File: config.mk
export PLATFORM = sky130hd
export DESIGN_NAME = tx_fifo_wm
export DESIGN_NICKNAME = d
export VERILOG_FILES = /design/src/rtl/tx_fifo_wm.sv
export SDC_FILE = /design/constraint.sdc
export NUM_CORES = 1
export LEC_CHECK = 0
export ABC_AREA = 1
export CORE_ASPECT_RATIO = 1.75
export CORE_MARGIN = 4
export CORE_UTILIZATION = 58
export CTS_CLUSTER_DIAMETER = 150
export DETAILED_ROUTE_END_ITERATION = 16
export GPL_ROUTABILITY_DRIVEN = 0
export PLACE_DENSITY = 0.83
export SLEW_MARGIN = 20
export SYNTH_ARGS = -nofsm -noshare
export SYNTH_HDL_FRONTEND = slang
export SYNTH_SLANG_ARGS = --single-unit
File: constraint.sdc
create_clock -name clk -period 2.29 [get_ports clk]
set_input_delay 0.3435 -clock clk [delete_from_list [all_inputs] [get_ports clk]]
set_output_delay 0.3435 -clock clk [all_outputs]
set_load 0.02 [all_outputs]
File: src/rtl/tx_fifo_wm.sv
module tx_fifo_wm #(
  parameter int DEPTH    = 32,
  parameter int AW       = 6,
  parameter logic [5:0] DATA_OFS = 6'h18,
  parameter logic [5:0] CTRL_OFS = 6'h1C,
  localparam int PW = $clog2(DEPTH),
  localparam int LW = $clog2(DEPTH + 1)
) (
  input  logic          clk,
  input  logic          rst_n,
  input  logic          bus_we,
  input  logic [AW-1:0] bus_addr,
  input  logic [7:0]    bus_wdata,
  input  logic          tx_ready,
  output logic          tx_valid,
  output logic [7:0]    tx_byte,
  input  logic [2:0]    rx_flags,
  input  logic [4:0]    rx_level,
  output logic [31:0]   status_word,
  output logic [31:0]   level_word,
  output logic          ev_watermark,
  output logic          ev_empty,
  output logic          ev_overflow
);

  logic [7:0]    mem [DEPTH];
  logic [PW-1:0] wp, rp;
  logic [LW-1:0] lvl, lvl_nxt, thr;
  logic [1:0]    thr_code;

  wire data_wr  = bus_we && (bus_addr == AW'(DATA_OFS));
  wire ctrl_wr  = bus_we && (bus_addr == AW'(CTRL_OFS));
  wire flush    = ctrl_wr && bus_wdata[1];
  wire is_full  = (lvl == LW'(DEPTH));
  wire is_empty = (lvl == '0);
  wire push     = data_wr && !is_full;
  wire pop      = tx_ready && !is_empty;

  function automatic logic [PW-1:0] bump(input logic [PW-1:0] p);
    return (p == PW'(DEPTH - 1)) ? '0 : p + 1'b1;
  endfunction

  always_comb begin
    lvl_nxt = lvl;
    if (flush)
      lvl_nxt = '0;
    else if (push && !pop)
      lvl_nxt = lvl + 1'b1;
    else if (pop && !push)
      lvl_nxt = lvl - 1'b1;
  end

  always_comb begin
    case (thr_code)
      2'd0:    thr = LW'(1);
      2'd1:    thr = LW'(4);
      2'd2:    thr = LW'(8);
      default: thr = LW'(16);
    endcase
  end

  always_ff @(posedge clk or negedge rst_n) begin
    if (!rst_n) begin
      wp          <= '0;
      rp          <= '0;
      lvl         <= '0;
      thr_code    <= '0;
      ev_empty    <= 1'b0;
      ev_overflow <= 1'b0;
    end else begin
      lvl         <= lvl_nxt;
      ev_empty    <= !is_empty && (lvl_nxt == '0);
      ev_overflow <= data_wr && is_full;
      if (ctrl_wr) thr_code <= bus_wdata[6:5];
      if (flush) begin
        wp <= '0;
        rp <= '0;
      end else begin
        if (push) wp <= bump(wp);
        if (pop)  rp <= bump(rp);
      end
    end
  end

  always_ff @(posedge clk) begin
    if (push) mem[wp] <= bus_wdata;
  end

  assign tx_valid     = !is_empty;
  assign tx_byte      = mem[rp];
  assign ev_watermark = (lvl >= thr);
  assign status_word  = {26'd0, rx_flags, is_empty, 1'b0, is_full};

  always_comb begin
    level_word         = '0;
    level_word[LW-1:0] = lvl;
    level_word[20:16]  = rx_level;
  end

endmodule

==> qor.txt <==
Hold bufs inserted after CTS -> 0
Status -> finished with violations
Starting DRT DRC Count -> 1004
Setup ws final -> -0.5537 ns
R2r worst-path depth -> 10
Internal -> 10280 µW
Worst path cell trace -> buf_6 -> bufbuf_16 -> nor2_2 -> o22ai_1 -> nand2_1 -> o211ai_1 -> nand3_2 -> o21ai_2 -> buf_6
Failing checks -> setup timing
Slowest cell delay on critical path -> 0.48 ns
Mux contribution to synthesized area -> 0.02741
Total CTS buffers -> 23
Switch Pwr -> 5501 µW
ANT cells -> 0
Max Cap Violations -> 0
Vias in the first global route -> 8790
Clock Power Share -> 0.267
Antenna violations before repair -> 0
Synth Area in Simple Gates -> 0.1245
H-tree Lvls -> 1
Power Dens Cells -> 1074 mW/mm²
RR Endpoint -> rp[0]
Reg power frac -> 0.368
Placed Area -> 0.01311 mm²
Final setup viols -> 9
Layout Area Growth over Synthesis -> 21.45%
Std-Cell Core Area -> 0.02046 mm²
Design area -> 0.01469 mm²
Yosys cell types -> 37
Clk root buf -> clkbuf_16
CP startpoint kind -> register
Pin count of the biggest net entering global routing -> 34
Fraction of registers with async set/reset -> 0.07246
Top_reg_cell synth -> edfxtp_1
Routed WL -> 33.14 mm
Critical path class -> register to output pin
RR Startpoint -> rp[0]
Register area share after synthesis -> 0.6769
First-pass GRT wire length -> 49.85 mm
Fmax -> 351.7 MHz
Post-DRT Antenna Nets -> 0
Die width -> 117.2 µm
#FFs+latches synth -> 276
Drc violations -> 0
RSZ-0062 raised after global routing -> true
Ranking of synthesized cells by area -> edfxtp_1 64%, nand2_1 5.7%, dfrtp_1 4.1%
Clock transition at path regs -> 0.07 ns
Worst-path maximum fanout -> 8
Fin. Hold Viols -> 0
Worst endpoint required time -> 1.95 ns
NumNets Final -> 1174
Crit path capture type -> output pin
Crit path max-delay cell type -> dfrtp_4
Fin crit share -> 1.242
Post-Syn Area -> 0.01210 mm²
Slew Limit Fails -> 0
Top Ports -> 102
Avg Cell Area, Syn -> 11.92 µm²
Final Skew -> 0.02918 ns
Grt ovf -> 0
Static Leak -> 0.005566 µW
Combinational family with the most area after synthesis -> simple AND/OR/NAND/NOR gates
Row cnt -> 69
Setup crit start -> rp[0]
Wire per inst -> 23.69 µm
Starting Density -> 0.5912
Share of total power in combinational logic -> 0.365
Type of the worst min-delay path -> input pin to async pin
Layout Utilization -> 0.7180
Cells after Synth -> 1015
CTS max path bufs -> 3
DIE AREA -> 0.02332 mm²
Area leader, netlist -> edfxtp_1
Via count -> 8663
WP data arrival -> 2.50 ns
Synth Area in Adders -> 0.01448
Place WS -> -0.3940 ns
Number of flops mapped to enable cells by yosys -> 256
Switching Fraction -> 0.3486
CTS Sinks -> 276
CTS tree -> built
Fraction of layout cells with a size suffix above 1 -> 0.2224
Fin crit period -> 2.844 ns
Post-Synth XOR/XNOR Area -> 0.002896
Reg2reg setup slack -> 0.13 ns
Post-synthesis compound-gate area fraction -> 0.08885
CP most frequent cell -> buf_6
I/O Buffers -> 37
Peak supply drop -> 1.279 mV
Die Ht -> 199.0 µm
Yosys Warn Count -> 0
Vias per inst -> 6.192
Total track usage -> 0.2893
Share of the synthesized area in the top cell type -> 0.6355
Clock Latency Late Sink -> 0.56 ns
TritonRoute pass-1 iters -> 7
Post-DP HPWL -> 20.01 mm
-- flip-flops by register name (all words and copies together), names as in the netlist --
register,count
rp,5
lvl,6
wp,5
mem,256
thr_code,2
ev_overflow,1
ev_empty,1
-- cells in the mapped netlist, types with 3 or more instances --
cell type,n
edfxtp_1,256
nand2_1,183
nor2_1,113
o21ai_0,80
buf_4,62
a21oi_1,46
nand3_1,36
inv_1,32
mux2i_1,32
o22ai_1,32
clkbuf_1,24
o211ai_1,24
dfrtp_1,20
buf_2,15
ha_1,14
o21ai_1,8
xor2_1,4
nand3_2,3
nand3b_1,3
nor2_2,3
nor2_4,3
-- repair_timing --
item                       CTS  global route
pin swaps                   50            27
setup endpoints to repair   12            11
setup buffers               15             1
resized for setup          154            43
cloned                       8             0
-- kinds of logic (layout without fill, tap and decap cells) --
kind of cell / count (synthesis) / after routing
AOI/OAI and AO/OA: 193 / 193
and+or+nand+nor: 354 / 354
DFF: 276 / 276
other: 1 / 48
muxes: 33 / 33
xor gates and xnor gates: 4 / 4
buffers and inverters: 140 / 229
adders and majority gates: 14 / 14
-- routing by layer --
layer | global-route usage | up-vias | share of wire
met5 | 0 | - | 0
met4 | 0.1977 | 0 | 0.086
met3 | 0.03988 | 175 | 0.093
met2 | 0.5021 | 647 | 0.51
met1 | 0.3214 | 4107 | 0.31
li1 | - | 3734 | -
-- layout by cell type (no fill, tap or decap), drive strengths merged, types with 32 or more instances in the layout --
cell type  netlist  final
o21ai           88     88
nand2          187    187
buf             79    120
o22ai           32     32
edfxtp         256    256
inv             35     36
nand3           40     40
mux2i           32     32
nor2           119    119
a21oi           46     46
conb             1     48
-- power by group through the flow --
stage          Clock [µW]  Sequential (µW)  Combinational, µW
2_1_floorplan           0             5920               2690
3_3_place_gp            0             5890               4510
3_5_place_dp            0             5900               4610
4_1_cts              4210             5790               5370
5_1_grt              4440             5810               6090
6_report             4220             5810               5760
-- critical path: cells and delay by family (launching register included) --
family | cells | cell delay [ns]
AOI/OAI and AO/OA | 3 | 0.49
buffers and inverters | 3 | 0.55
DFF | 1 | 0.48
and+or+nand+nor | 3 | 0.43
-- how the worst max path moves through the flow --
stage / end / slack, ns / cells past startpoint
6_report: tx_byte[5] / -0.55 / 9
5_1_grt: tx_byte[5] / -0.57 / 10
2_1_floorplan: mem[0][0] / 0.12 / 7
3_5_place_dp: tx_byte[3] / -0.39 / 9
4_1_cts: tx_byte[5] / -0.41 / 12
3_3_place_gp: tx_byte[3] / -0.40 / 9
-- cell type report --
class,count,area [µm²]
Timing Repair Buffer,150,1608
Clock inverter,14,192.7
Multi-Input combinational cell,646,3625
Fill cell,1214,5769
Inverter,37,148.9
Sequential cell,276,8193
Clock buffer,28,614.3
Tap cell,248,310.3
-- per-stage QoR --
step | power, µW | setup TNS, ns | hold slack, ns | std cells
finish | 15780 | -3.723 | 0.1502 | 1399
global route | 16340 | -4.199 | 0.1654 | 1399
CTS | 15370 | -3.131 | 0.1553 | 1399
detailed placement | 10500 | -2.792 | 0.5723 | 1334
global placement | 10390 | -2.675 | 0.5652 | 1334
floorplan | 8616 | 0 | 0.04791 | 1062
No activity file was read; power rests on OpenSTA's default activity.
